==> src/rtl/irqagg_pkg.sv <==
package irqagg_pkg;
    // Bus geometry
    localparam int WORD_W = 32;
    localparam int ADDR_W = 2;
    localparam logic [ADDR_W-1:0] ADDR_CAUSE = 2'd0;
    localparam logic [ADDR_W-1:0] ADDR_MASK  = 2'd1;

    // Source field inside the cause word
    localparam int SRC_LO = 1;
    localparam int SRC_HI = 29;

    // Summary bit positions and group boundaries
    localparam int SUM_ALL_POS  = 0;
    localparam int SUM_SPLIT_POS = 30;
    localparam int SUM_MID_POS  = 31;
    localparam int GRP_TOP_LO   = 26;
    localparam int GRP_LOW_HI   = 20;
    localparam int GRP_MID_HI   = 25;
endpackage

==> src/rtl/irqagg_cause_bank.sv <==
// Holds the per-source cause bits and builds the read view with summary bits.
// Assumes sources are level signals sampled every clock; a set beats a clear.
module irqagg_cause_bank #(
    parameter int WORD_W      = irqagg_pkg::WORD_W,
    parameter int SRC_LO      = irqagg_pkg::SRC_LO,
    parameter int SRC_HI      = irqagg_pkg::SRC_HI,
    parameter int SUM_ALL_POS = irqagg_pkg::SUM_ALL_POS,
    parameter int SUM_SPLIT_POS = irqagg_pkg::SUM_SPLIT_POS,
    parameter int SUM_MID_POS = irqagg_pkg::SUM_MID_POS,
    parameter int GRP_TOP_LO  = irqagg_pkg::GRP_TOP_LO,
    parameter int GRP_LOW_HI  = irqagg_pkg::GRP_LOW_HI,
    parameter int GRP_MID_HI  = irqagg_pkg::GRP_MID_HI
) (
    input  logic              clk,
    input  logic              rst_n,
    input  logic [WORD_W-1:0] src_word,
    input  logic              clr_en,
    input  logic [WORD_W-1:0] clr_data,
    output logic [WORD_W-1:0] cause_core,
    output logic [WORD_W-1:0] cause_view
);
    function automatic logic [WORD_W-1:0] span(input int hi, input int lo);
        logic [WORD_W-1:0] m;
        m = '0;
        for (int i = 0; i < WORD_W; i++)
            if (i >= lo && i <= hi) m[i] = 1'b1;
        return m;
    endfunction

    localparam logic [WORD_W-1:0] M_ALL   = span(SRC_HI, SRC_LO);
    localparam logic [WORD_W-1:0] M_SPLIT = span(SRC_HI, GRP_TOP_LO) | span(GRP_LOW_HI, SRC_LO);
    localparam logic [WORD_W-1:0] M_MID   = span(GRP_MID_HI, SRC_LO);

    genvar g;
    generate
        for (g = 0; g < WORD_W; g++) begin : g_bit
            if (g >= SRC_LO && g <= SRC_HI) begin : g_src
                // Latch a source level; clear on a written zero unless source is high
                always_ff @(posedge clk) begin
                    if (!rst_n)
                        cause_core[g] <= 1'b0;
                    else if (src_word[g])
                        cause_core[g] <= 1'b1;
                    else if (clr_en && !clr_data[g])
                        cause_core[g] <= 1'b0;
                end
            end else begin : g_none
                assign cause_core[g] = 1'b0;
            end
        end
    endgenerate

    // Overlay the three summary ORs onto the unused positions
    always_comb begin
        cause_view                = cause_core;
        cause_view[SUM_ALL_POS]   = |(cause_core & M_ALL);
        cause_view[SUM_SPLIT_POS] = |(cause_core & M_SPLIT);
        cause_view[SUM_MID_POS]   = |(cause_core & M_MID);
    end
endmodule

==> src/rtl/irqagg_mask_reg.sv <==
// Per-source enable register; only source positions are storable.
// Assumes a write is a full-word replacement of the enable bits.
module irqagg_mask_reg #(
    parameter int WORD_W = irqagg_pkg::WORD_W,
    parameter int SRC_LO = irqagg_pkg::SRC_LO,
    parameter int SRC_HI = irqagg_pkg::SRC_HI
) (
    input  logic              clk,
    input  logic              rst_n,
    input  logic              wr_en,
    input  logic [WORD_W-1:0] wr_data,
    output logic [WORD_W-1:0] mask_core
);
    function automatic logic [WORD_W-1:0] field();
        logic [WORD_W-1:0] m;
        m = '0;
        for (int i = SRC_LO; i <= SRC_HI; i++) m[i] = 1'b1;
        return m;
    endfunction

    localparam logic [WORD_W-1:0] FIELD = field();

    // Replace enable bits on a write, keep them otherwise
    always_ff @(posedge clk) begin
        if (!rst_n)
            mask_core <= '0;
        else if (wr_en)
            mask_core <= wr_data & FIELD;
    end
endmodule

==> src/rtl/irqagg_prio_enc.sv <==
// Finds the lowest set position of the pending word within the source field.
// Assumes positions outside the field are never dispatched.
module irqagg_prio_enc #(
    parameter int WORD_W = irqagg_pkg::WORD_W,
    parameter int SRC_LO = irqagg_pkg::SRC_LO,
    parameter int SRC_HI = irqagg_pkg::SRC_HI,
    parameter int IDX_W  = $clog2(WORD_W)
) (
    input  logic [WORD_W-1:0] pending,
    output logic              found,
    output logic [IDX_W-1:0]  index
);
    // Scan from the top so the lowest set bit is the last one written
    always_comb begin
        found = 1'b0;
        index = '0;
        for (int i = SRC_HI; i >= SRC_LO; i--) begin
            if (pending[i]) begin
                found = 1'b1;
                index = IDX_W'(i);
            end
        end
    end
endmodule

==> src/rtl/irqagg_top.sv <==
// Interrupt aggregator: cause and enable words on a register bus, summary
// bits, registered CPU request and lowest-index dispatch. Synchronous reset.
module irqagg_top #(
    parameter int WORD_W = irqagg_pkg::WORD_W,
    parameter int ADDR_W = irqagg_pkg::ADDR_W,
    parameter int SRC_LO = irqagg_pkg::SRC_LO,
    parameter int SRC_HI = irqagg_pkg::SRC_HI,
    localparam int NSRC  = SRC_HI - SRC_LO + 1,
    localparam int IDX_W = $clog2(WORD_W)
) (
    input  logic              clk,
    input  logic              rst_n,
    input  logic [NSRC-1:0]   irq_src,
    input  logic              bus_sel,
    input  logic              bus_wr,
    input  logic [ADDR_W-1:0] bus_addr,
    input  logic [WORD_W-1:0] bus_wdata,
    output logic [WORD_W-1:0] bus_rdata,
    output logic              irq_out,
    output logic              disp_valid,
    output logic [IDX_W-1:0]  disp_idx
);
    import irqagg_pkg::*;

    logic [WORD_W-1:0] src_word;
    logic [WORD_W-1:0] cause_core;
    logic [WORD_W-1:0] cause_view;
    logic [WORD_W-1:0] mask_core;
    logic [WORD_W-1:0] pending;
    logic              wr_cause;
    logic              wr_mask;
    logic              irq_q;

    // Place source levels at their cause positions
    always_comb begin
        src_word = '0;
        src_word[SRC_HI:SRC_LO] = irq_src;
    end

    // Decode write strobes per register
    assign wr_cause = bus_sel && bus_wr && (bus_addr == ADDR_CAUSE);
    assign wr_mask  = bus_sel && bus_wr && (bus_addr == ADDR_MASK);

    irqagg_cause_bank #(
        .WORD_W(WORD_W), .SRC_LO(SRC_LO), .SRC_HI(SRC_HI),
        .SUM_ALL_POS(SUM_ALL_POS), .SUM_SPLIT_POS(SUM_SPLIT_POS),
        .SUM_MID_POS(SUM_MID_POS), .GRP_TOP_LO(GRP_TOP_LO),
        .GRP_LOW_HI(GRP_LOW_HI), .GRP_MID_HI(GRP_MID_HI)
    ) u_cause (
        .clk(clk), .rst_n(rst_n), .src_word(src_word),
        .clr_en(wr_cause), .clr_data(bus_wdata),
        .cause_core(cause_core), .cause_view(cause_view)
    );

    irqagg_mask_reg #(.WORD_W(WORD_W), .SRC_LO(SRC_LO), .SRC_HI(SRC_HI)) u_mask (
        .clk(clk), .rst_n(rst_n), .wr_en(wr_mask),
        .wr_data(bus_wdata), .mask_core(mask_core)
    );

    // Enabled pending set
    assign pending = cause_core & mask_core;

    irqagg_prio_enc #(.WORD_W(WORD_W), .SRC_LO(SRC_LO), .SRC_HI(SRC_HI), .IDX_W(IDX_W)) u_prio (
        .pending(pending), .found(disp_valid), .index(disp_idx)
    );

    // Register the CPU request from the pending set
    always_ff @(posedge clk) begin
        if (!rst_n)
            irq_q <= 1'b0;
        else
            irq_q <= |pending[SRC_HI:SRC_LO];
    end
    assign irq_out = irq_q;

    // Read multiplexer keyed by address only
    always_comb begin
        case (bus_addr)
            ADDR_CAUSE: bus_rdata = cause_view;
            ADDR_MASK:  bus_rdata = mask_core;
            default:    bus_rdata = '0;
        endcase
    end
endmodule

==> config.mk <==
export PLATFORM = sky130hd
export DESIGN_NAME = irqagg_top
export DESIGN_NICKNAME = d
export VERILOG_FILES = /design/src/rtl/irqagg_pkg.sv /design/src/rtl/irqagg_cause_bank.sv /design/src/rtl/irqagg_mask_reg.sv /design/src/rtl/irqagg_prio_enc.sv /design/src/rtl/irqagg_top.sv
export SDC_FILE = /design/constraint.sdc
export NUM_CORES = 1
export LEC_CHECK = 0
export ABC_AREA = 1
export BUFFER_PORTS_ARGS = -buffer_cell sky130_fd_sc_hd__buf_2
export CORE_AREA = 5 5 81 83
export DETAILED_ROUTE_END_ITERATION = 7
export DIE_AREA = 0 0 86 88
export GPL_ROUTABILITY_DRIVEN = 1
export PLACE_DENSITY = 0.79
export RECOVER_POWER = 50
export SETUP_SLACK_MARGIN = 0.15
export SLEW_MARGIN = 30
export SYNTH_ARGS = -nofsm -noshare
export SYNTH_HDL_FRONTEND = slang
export SYNTH_SLANG_ARGS = --single-unit
==> constraint.sdc <==
create_clock -name clk -period 5.65 [get_ports clk]
set_clock_uncertainty 0.2 [all_clocks]
set_input_delay 0.565 -clock clk [delete_from_list [all_inputs] [get_ports clk]]
set_output_delay 0.565 -clock clk [all_outputs]
set_load 0.05 [all_outputs]
==> reports/results.env, run 1 <==
OUTCOME='finished clean'
CTS_TREE='built'
YS_FF_LATCH=59
POST_SYNTH_AND_OR_NAND_NOR_AREA_FRACTION_PCT=27.5
NNETSFINAL=621
WL_UM=8350
CTS_RESIZED=0
DRT.ANTENNA.VIOLATING_NETS=0
CRITICAL_PATH_REQUIRED_PS=5680
FIRST_GLOBAL_VIAS=3148
SYNTH_TOP_AREA_SHARE_PCT=40.3
UNREPAIRED_SETUP_ENDPOINTS_AFTER_GLOBAL_ROUTING='no'
CTS_NUM_SINKS=59
SYNTH_AREA_LEADERS='sky130_fd_sc_hd__dfxtp_1, sky130_fd_sc_hd__nand2_1, sky130_fd_sc_hd__o21ai_0'
WORST_SETUP_PATH_END_KIND='register'
POST-DP-HPWL_UM=5840
CLOCKROOTBUFFER='sky130_fd_sc_hd__clkbuf_8'
YOSYS.AREA_SHARE.ADDER_PCT=0
TIMING.FINAL.CRIT_PERIOD_PS=4010
TIMING.MAX_SLEW.REL_SLACK_PCT=7.11
DIE_HEIGHT_UM=88
GRT_OVERFLOW=0
ROUTEDWLPERCELL_UM=13.2
POWER.LEAKAGE_nW=1.89
MAIN_COMBINATIONAL_CELL_FAMILY_BY_AREA_AFTER_SYNTHESIS='simple AND/OR/NAND/NOR gates'
MET3ROUTEDLENGTH_UM=730
ROWS=28
POST-ROUTE-CELL-AREA_UM2=3640
PLACED_CELLS_INCL_TAPS=618
BOUNDARYPINS=106
SYNTH_COMPOUND_GATE_AREA_SHARE_PCT=22.1
PATH_CLASS='input port to register'
DRT-VIAS-PER-INSTANCE=5.11
HOLD_FAILS_FINAL_RPT=0
SYN2LAYOUT_AREA_GROWTH_PCT=24.1
POWER_DENSITY_OVER_THE_CELLS_nW_PER_UM2=280
TRACK_USAGE_PCT=23.1
FLOORPLAN.INITIALDENSITY_PCT=50.7
MOST_FREQUENT_CELLS_IN_THE_LAYOUT='sky130_fd_sc_hd__nand2_1, sky130_fd_sc_hd__buf_2, sky130_fd_sc_hd__nor2_1, sky130_fd_sc_hd__o21ai_0, sky130_fd_sc_hd__dfxtp_1'
CLKTRANSATPATHREGS_PS=70
DR.FIRST_ITER.DRC_COUNT=237
REPORT.FINAL.SETUP_VIOL=0
DIEAREA_UM2=7570
H-TREE-DEPTH=3
CLKLATENCYLATEPIN_PS=340
MET2_ROUTED_WIRELENGTH_UM=4020
DIODES=0
MOSTFREQUENTLAYOUTCELL='sky130_fd_sc_hd__nand2_1'
SYNTH-SEQ-AREA-SHARE_PCT=40.3
HOLDCRITPATHCLASS='input port to register'
CLOCKBUFFERDEPTH=2
ANTENNA_FOUND_INITIAL=0
GP_CONGESTION=0.805
WL_MET1_UM=3450
FINAL_CORE_UTIL_PCT=62.9
REMAINING_ROUTING_DRC_VIOLATIONS=0
DR.PASS1.ITERS=5
POST_SYNTH_MUX_AREA_SHARE_PCT=0
SYN_INST=459
PLACEMENT.IO_BUFFERS=102
CTS_HOLD_BUFFERS=0
SYNTH.CELL_AREA_UM2=2930
YS.WARNINGS.COUNT=0
SYNTH.LARGEST_AREA_CELL='sky130_fd_sc_hd__dfxtp_1'
LAYOUT_CELLS_EXCL_FILL=634
CLOCK.FMAX_MHz=249
SYN_AREA_PER_CELL_UM2=6.38
SYNTH_CELL_TYPE_COUNT=20
CTS.REPAIR_TIMING.SETUP_BUFFER_COUNT=0
YOSYS.AREA_SHARE.XOR_XNOR_PCT=0
FINALMAXSLEWVIOLATIONS=0
CORE_UM2=5780
POWER.IR.VDD_WORST_uV=161
DETAILED_PLACE.AREA_UM2=3480
GLOBAL_ROUTE_WIRE_LENGTH_BEFORE_REPAIR_UM=13800
FIN_CRIT_SH_PCT=71.0
HIGHEST_ROUTED_LAYER='met4'
FIN_SETUP_TNS_PS=0
ARRIVAL_PS=4040
DRIVE_ABOVE_1_SHARE_PCT=20.2
DIE_X_UM=86
MAX_CAP_VIOLATIONS=0
CP_MAX_FO=30
SYN-NUM-NETS=526
CTS_MADE_BUFFERS=9
WORST_PIN_SLEW_PS=1390
VIAS=3237
TOTAL_OF_FILL_CELLS_IN_THE_FINISHED_DESIGN=546
GRT_MAX_DEGREE=31
START_KIND='input port'
power by group:
part           leakage, nW  switching [mW]  internal (mW)
clock network       0.0949           0.169          0.180
logic                 1.31           0.150         0.0604
registers            0.487          0.0194          0.440
total                 1.89           0.338          0.680
routing by layer:
metal	vias to the layer above	track usage (%)
li1	1650	-
met2	133	40.6
met3	16	4.42
met4	0	10.9
met5	-	0
met1	1438	27.0
state kept, by name (all words and copies together), names as in the netlist:
signal,flops
u_cause.cause_core,29
u_mask.mask_core,29
irq_out,1
cell usage after synthesis:
master	instances
sky130_fd_sc_hd__nor2_1	78
sky130_fd_sc_hd__o21ai_0	73
sky130_fd_sc_hd__o31ai_1	1
sky130_fd_sc_hd__clkbuf_1	19
sky130_fd_sc_hd__a21boi_0	1
sky130_fd_sc_hd__nand2_1	102
sky130_fd_sc_hd__nand3_1	1
sky130_fd_sc_hd__nand4_1	5
sky130_fd_sc_hd__nor4_1	4
sky130_fd_sc_hd__nand2_4	3
sky130_fd_sc_hd__a22o_1	7
sky130_fd_sc_hd__dfxtp_1	59
sky130_fd_sc_hd__o21a_1	1
sky130_fd_sc_hd__a21oi_1	32
sky130_fd_sc_hd__inv_1	58
sky130_fd_sc_hd__nand2_2	4
sky130_fd_sc_hd__o21ai_1	5
sky130_fd_sc_hd__buf_1	2
sky130_fd_sc_hd__nor3_1	2
sky130_fd_sc_hd__a31oi_1	2
final timing paths:
check | startpoint | end | slack, ps | depth (start not counted)
hold / removal | irq_src[9] | u_cause.cause_core[10] | 250 | 3
setup / recovery | bus_addr[0] | u_mask.mask_core[11] | 1640 | 9
setup reg to reg | u_mask.mask_core[16] | irq_out | 4210 | 6
hold reg to reg | u_cause.cause_core[16] | u_cause.cause_core[16] | 290 | 2
cell type report:
class	instances	area, um^2	area share, %
flip-flops and latches	59	1180	32.5
clock inverters	5	27.5	0.757
well taps	75	93.8	2.58
inverters	58	218	5.99
multi-input cells	321	1460	40.1
clock buffers	11	151	4.16
repair buffers	105	507	13.9
critical path, cell delays in order:
cell and delay, ps:
sky130_fd_sc_hd__clkbuf_1 90, sky130_fd_sc_hd__inv_1 60, sky130_fd_sc_hd__nor2_2 30, sky130_fd_sc_hd__clkbuf_1 550, sky130_fd_sc_hd__nand2_1 210, sky130_fd_sc_hd__clkbuf_1 950, sky130_fd_sc_hd__clkinv_1 1150, sky130_fd_sc_hd__nor2_1 350
sky130_fd_sc_hd__nor2_1 80
logic make-up (layout without fill, tap and decap cells):
group,after synthesis,after routing
AND/OR/NAND/NOR,199,199
buffers and inverters,79,179
flip-flops,59,59
AO/OA/AOI/OAI,122,122
through the flow:
step | setup slack, ps | hold WS, ps | total power, mW
final | 1640 | 254 | 1.02
after global routing | 1280 | 252 | 1.07
after CTS | 2370 | 238 | 1.02
after detailed placement | 2750 | 282 | 0.680
after global placement | 2790 | 280 | 0.675
after floorplan | 2790 | 262 | 0.613
Note: power is estimated with default switching activity, not from simulation.
==> run 2, diff against run 1 <==
Settings changed: ABC_AREA 1 to 0, CORE_AREA 5 5 81 83 to 5 5 85 87, DIE_AREA 0 0 86 88 to 0 0 90 92, PLACE_DENSITY 0.79 to 0.76.
Clock period 5.65 ns to 4 ns, I/O delays scaled along.
==> reports/results.env, run 2 <==
MOSTFREQUENTLAYOUTCELL='sky130_fd_sc_hd__buf_2'
DR.FIRST_ITER.DRC_COUNT=185
SYNTH_TOP_AREA_SHARE_PCT=37.4
CLOCKBUFFERDEPTH=2
CLOCKROOTBUFFER='sky130_fd_sc_hd__clkbuf_8'
DIE_HEIGHT_UM=92
MOST_FREQUENT_CELLS_IN_THE_LAYOUT='sky130_fd_sc_hd__buf_2, sky130_fd_sc_hd__nand2_1, sky130_fd_sc_hd__dfxtp_1, sky130_fd_sc_hd__o21a_1, sky130_fd_sc_hd__nor2_1'
INTERNAL-POWER_mW=0.962
DRT.ANTENNA.VIOLATING_NETS=0
WORST_SETUP_PATH_END_KIND='register'
MAX_CAP_VIOLATIONS=1
FAILING_CHECKS='capacitance limit, slew limit'
GRT_MAX_DEGREE=60
P_COMB_SHARE_PCT=19.1
GP_CONGESTION=0.827
CRIT_FAMILY='buffers and inverters'
SYN-NUM-NETS=451
POWER.IR.VDD_WORST_uV=281
CTS_HOLD_BUFFERS=0
SYNTH.CELLS.MOST_FREQUENT='sky130_fd_sc_hd__nand2_1, sky130_fd_sc_hd__dfxtp_1, sky130_fd_sc_hd__o21a_1'
FIN_CRIT_SH_PCT=70.7
POWER_mW=1.39
SYN_INST=384
SYNTH.LARGEST_AREA_CELL='sky130_fd_sc_hd__dfxtp_1'
PATH_BUF_INV=2
CTS_MADE_BUFFERS=9
P_SWITCHING_mW=0.423
SYNTH_ENABLE_FLOP_CELLS=0
VIAS=3111
NNETSFINAL=545
CLKTRANSATPATHREGS_PS=60
DIODES=0
CTS_NUM_SINKS=59
YS.WARNINGS.COUNT=0
TRACK_USAGE_PCT=20.8
DRT-VIAS-PER-INSTANCE=5.58
POSTSYNTH.ASYNCRESETSHARE_PCT=0
YS_FF_LATCH=59
SYN_AREA_PER_CELL_UM2=8.22
OUTCOME='finished with violations'
ROUTEDWLPERCELL_UM=15.6
BOUNDARYPINS=106
CLKLATENCYLATEPIN_PS=330
POWER_DENSITY_OVER_THE_CELLS_nW_PER_UM2=360
CRITICAL_PATH_REQUIRED_PS=4070
PATH_CLASS='input port to register'
POWER.LEAKAGE_nW=1.69
POWER.SHARE.SWITCHING_PCT=30.6
FINAL_CORE_UTIL_PCT=61.4
FIRST_GLOBAL_VIAS=3054
H-TREE-DEPTH=3
START_KIND='input port'
CTS_TREE='built'
GLOBAL_ROUTE_WIRE_LENGTH_BEFORE_REPAIR_UM=14600
REPORT.FINAL.SETUP_VIOL=0
CLOCK_POWER_SHARE_PCT=33.9
DIE_X_UM=90
SYN2LAYOUT_AREA_GROWTH_PCT=22.0
CP_MAX_FO=33
SYNTH_AREA_LEADERS='sky130_fd_sc_hd__dfxtp_1, sky130_fd_sc_hd__o21a_1, sky130_fd_sc_hd__nand2_1'
FINALMAXSLEWVIOLATIONS=30
UNREPAIRED_SETUP_ENDPOINTS_AFTER_GLOBAL_ROUTING='no'
POST-DP-HPWL_UM=6250
HOLDCRITPATHCLASS='input port to register'
CP_COMMON_CELL='sky130_fd_sc_hd__o21a_1'
CLOCK.FMAX_MHz=354
TIMING.MAX_SLEW.REL_SLACK_PCT=-1.11
CPMAXSTAGEDELAYCELL='sky130_fd_sc_hd__clkbuf_1'
MOST_FREQUENT_CELL_AFTER_SYNTHESIS='sky130_fd_sc_hd__nand2_1'
TIMING.FINAL.CRIT_PERIOD_PS=2830
ARRIVAL_PS=2900
DIEAREA_UM2=8280
WL_UM=8710
CTS_RESIZED=0
ROWS=29
FIN_SETUP_TNS_PS=0
SYNTH_CELL_TYPE_COUNT=35
CORE_UM2=6280
HOLD_FAILS_FINAL_RPT=0
GRT_OVERFLOW=0
CP_CELL_SEQUENCE='buf_2 -> nor2_1 -> nand3_1 -> clkbuf_1 -> o21a_1 -> o21a_1'
PLACEMENT.IO_BUFFERS=102
DRIVE_ABOVE_1_SHARE_PCT=24.3
CTS.REPAIR_TIMING.SETUP_BUFFER_COUNT=0
FLOORPLAN.INITIALDENSITY_PCT=50.3
WORST_PIN_SLEW_PS=1520
ANTENNA_FOUND_INITIAL=0
POWER.SHARE.SEQUENTIAL_PCT=47.0
SYNTH-SEQ-AREA-SHARE_PCT=37.4
DR.PASS1.ITERS=4
REMAINING_ROUTING_DRC_VIOLATIONS=0
SLOWEST_DELAY_PS=1110
SYNTH.CELL_AREA_UM2=3160
SYNTH-MAIN-FF-CELL='sky130_fd_sc_hd__dfxtp_1'
## run 2: changes by cell type in the layout (fill, tap and decap cells not counted), sizes merged, moves of 29 or more
| cell | change |
|---|---|
| a21boi | +32 |
| inv | -57 |
| mux2i | +29 |
| nor2 | -44 |
| o21a | +57 |
| o21ai | -75 |
## run 2: worst paths after layout
kind	start	endpoint	slack (ps)	depth (start not counted)
max	bus_addr[0]	u_cause.cause_core[7]	1170	6
min reg2reg	u_mask.mask_core[18]	u_mask.mask_core[18]	280	2
min	irq_src[4]	u_cause.cause_core[5]	70	2
max reg2reg	u_cause.cause_core[2]	irq_out	2310	5
## run 2: cell families (layout without fill, tap and decap cells)
logic type / after synthesis / in the layout / share of synthesized area, %
muxes: 29 / 29 / 9.20
DFF: 59 / 59 / 37.4
AOI/OAI and AO/OA: 123 / 123 / 30.0
and+or+nand+nor: 151 / 151 / 20.4
buffers and inverters: 22 / 119 / 2.97
## run 2: power groups by stage
| stage | clock, mW | combinational, mW | sequential [mW] |
|---|---|---|---|
| CTS | 0.478 | 0.267 | 0.651 |
| global placement | 0 | 0.262 | 0.662 |
| finish | 0.470 | 0.265 | 0.652 |
| floorplan | 0 | 0.185 | 0.658 |
| global route | 0.510 | 0.285 | 0.656 |
| detailed placement | 0 | 0.266 | 0.664 |
## run 2: through the flow
step	cell area [um^2]	setup slack (ps)	hold slack, ps	cells
2_1_floorplan	3160	1560	252	384
3_3_place_gp	3690	1360	270	544
3_5_place_dp	3690	1240	276	544
4_1_cts	3860	1290	61.2	558
5_1_grt	3850	961	64.4	558
6_report	3850	1170	71.9	558
## run 2: worst reg2reg max path, delay by kind of cell (launching register included)
| family | cells | cell delay [ps] |
|---|---|---|
| AND/OR/NAND/NOR | 3 | 590 |
| flip-flops | 1 | 340 |
| AO/OA/AOI/OAI | 2 | 430 |
## run 2: layer usage
layer  track usage (%)  vias to the layer above  wire (um)
li1                  -                     1555          -
met1              26.7                     1448       3930
met2              34.8                      100       4150
met3              4.34                        8        555
met4              7.32                        0         81
met5                 0                        -          0
## run 2: cell type report
class | count | area, um^2
clock buffer | 11 | 151
clock inverter | 3 | 15.0
fill | 595 | 2430
multi-input combinational | 303 | 1880
sequential | 59 | 1180
tap | 77 | 96.3
timing repair buffer | 105 | 526
==> run 3, diff against run 2 <==
Settings changed: CORE_AREA 5 5 85 87 to 5 5 89 91, DIE_AREA 0 0 90 92 to 0 0 94 96, PLACE_DENSITY 0.76 to 0.73.
Clock period 4 ns to 2.3 ns, I/O delays scaled along.
==> reports/results.env, run 3 (synthesized netlist as in run 2, its figures left out) <==
CP_MAX_FO=4
DIE_HEIGHT_UM=96
UNREPAIRED_SETUP_ENDPOINTS_AFTER_GLOBAL_ROUTING='yes'
FLOORPLAN.INITIALDENSITY_PCT=44.7
REMAINING_ROUTING_DRC_VIOLATIONS=0
POWER_mW=2.95
DETAILED_PLACE.AREA_UM2=3830
ROUTEDWLPERCELL_UM=15.9
DIEAREA_UM2=9020
DIODES=0
GLOBALROUTE.BUSIESTLAYER='met2'
PATH_CLASS='register to primary output'
DRT-VIAS-PER-INSTANCE=5.31
FIN_HOLD_WS_PS=143
ARRIVAL_PS=1830
GP_CONGESTION=0.887
HOLD_FAILS_FINAL_RPT=0
TIMING.FINAL.CRIT_PERIOD_PS=2260
GROUTE.LAYER.MET2.USAGE_PCT=40.0
REPORT.FINAL.SETUP_VIOL=0
POWER_DENSITY_OVER_THE_CELLS_nW_PER_UM2=577
USE_MET3_PCT=4.38
CTS_NUM_SINKS=59
NNETSFINAL=629
FINALMAXSLEWVIOLATIONS=0
WORST_PIN_SLEW_PS=1070
WORST_SETUP_PATH_END_KIND='primary output'
MOST_FREQUENT_CELLS_IN_THE_LAYOUT='sky130_fd_sc_hd__buf_2, sky130_fd_sc_hd__nand2_1, sky130_fd_sc_hd__dlygate4sd3_1, sky130_fd_sc_hd__o21a_1'
GRT_MAX_DEGREE=60
DR.FIRST_ITER.DRC_COUNT=234
VIAS=3536
START_KIND='register'
ROWS=31
DRT.ANTENNA.VIOLATING_NETS=0
TIMING.MAX_SLEW.REL_SLACK_PCT=28.6
BOUNDARYPINS=106
FINAL_CORE_UTIL_PCT=72.5
MAX_CAP_VIOLATIONS=0
FIRST_GLOBAL_VIAS=3490
CLKTRANSATPATHREGS_PS=70
CTS_TREE='built'
PLACEMENT.IO_BUFFERS=102
TOTAL_OF_FILL_CELLS_IN_THE_FINISHED_DESIGN=519
POST-ROUTE-CELL-AREA_UM2=5120
GLOBALROUTEMET1UTIL_PCT=26.5
CLKLATENCYLATEPIN_PS=350
H-TREE-DEPTH=3
CLOCKBUFFERDEPTH=2
FIN_CRIT_SH_PCT=98.1
MOSTFREQUENTLAYOUTCELL='sky130_fd_sc_hd__buf_2'
CORE_UM2=7060
TRACK_USAGE_PCT=23.0
ANTENNA_FOUND_INITIAL=0
HOLDCRITSTARTPOINT='rst_n'
STARTPOINT='u_cause.cause_core[23]'
CLOCKROOTBUFFER='sky130_fd_sc_hd__clkbuf_8'
DR.PASS1.ITERS=4
SYN2LAYOUT_AREA_GROWTH_PCT=62.1
DRIVE_ABOVE_1_SHARE_PCT=36.9
CLOCK.FMAX_MHz=443
DIE_X_UM=94
POWER.LEAKAGE_nW=2.22
OUTCOME='finished clean'
GRT_OVERFLOW=0
CRITICAL_PATH_REQUIRED_PS=1870
GLOBAL_ROUTE_WIRE_LENGTH_BEFORE_REPAIR_UM=16300
FIN_SETUP_TNS_PS=0
CTS_MADE_BUFFERS=9
CRITICAL_PATH.REG2REG.STARTPOINT='u_cause.cause_core[21]'
POST-DP-HPWL_UM=6650
WL_UM=10600
HOLDCRITPATHCLASS='input port to register'
POWER.IR.VDD_WORST_uV=422
[run 3: worst max-delay path, cell delays in order, from the launching register on]
cell,delay [ps]
sky130_fd_sc_hd__dfxtp_4,360
sky130_fd_sc_hd__a22o_4,240
sky130_fd_sc_hd__o2111a_1,280
sky130_fd_sc_hd__a2111oi_4,220
sky130_fd_sc_hd__a41oi_2,180
sky130_fd_sc_hd__buf_6,190
[run 3: cell type report]
| type | count | area [um^2] | area share (%) |
|---|---|---|---|
| clock inverters | 5 | 100 | 1.96 |
| repair buffers | 189 | 1390 | 27.2 |
| multi-input cells | 303 | 2140 | 41.7 |
| flip-flops and latches | 59 | 1220 | 23.9 |
| clock buffers | 11 | 141 | 2.76 |
| well taps | 99 | 124 | 2.42 |
[run 3: final timing paths]
check	endpoint	slack, ps	depth (start not counted)
max	disp_idx[1]	40	5
min	u_cause.cause_core[14]	140	3
min reg2reg	u_mask.mask_core[1]	290	2
max reg2reg	u_cause.cause_core[21]	580	5
[run 3: per-stage QoR]
stage               std cells  worst slack, ps
floorplan                 384              133
global placement          575              151
detailed placement        575              128
CTS                       660             33.7
global route              666            -10.3
finish                    666             42.7
[run 3: routing by layer]
metal	up-vias	share of wire (%)	wire length, um
met5	-	0	0
met4	0	2.6	276
met3	28	6.1	640
met2	129	51	5400
met1	1650	40	4260
li1	1729	-	-
[run 3: repair_timing]
item | 4_1_cts | 5_1_grt
hold buffers | 61 | 0
endpoints found under the setup margin | 9 | 9
hold endpoints to repair | 58 | 0
pin swaps | 16 | 16
setup buffers | 8 | 6
resized for setup | 55 | 47
[run 3: power breakdown]
group	switching, mW	internal, mW
registers	0.0760	1.08
logic	0.338	0.304
clock network	0.412	0.746
total	0.826	2.13
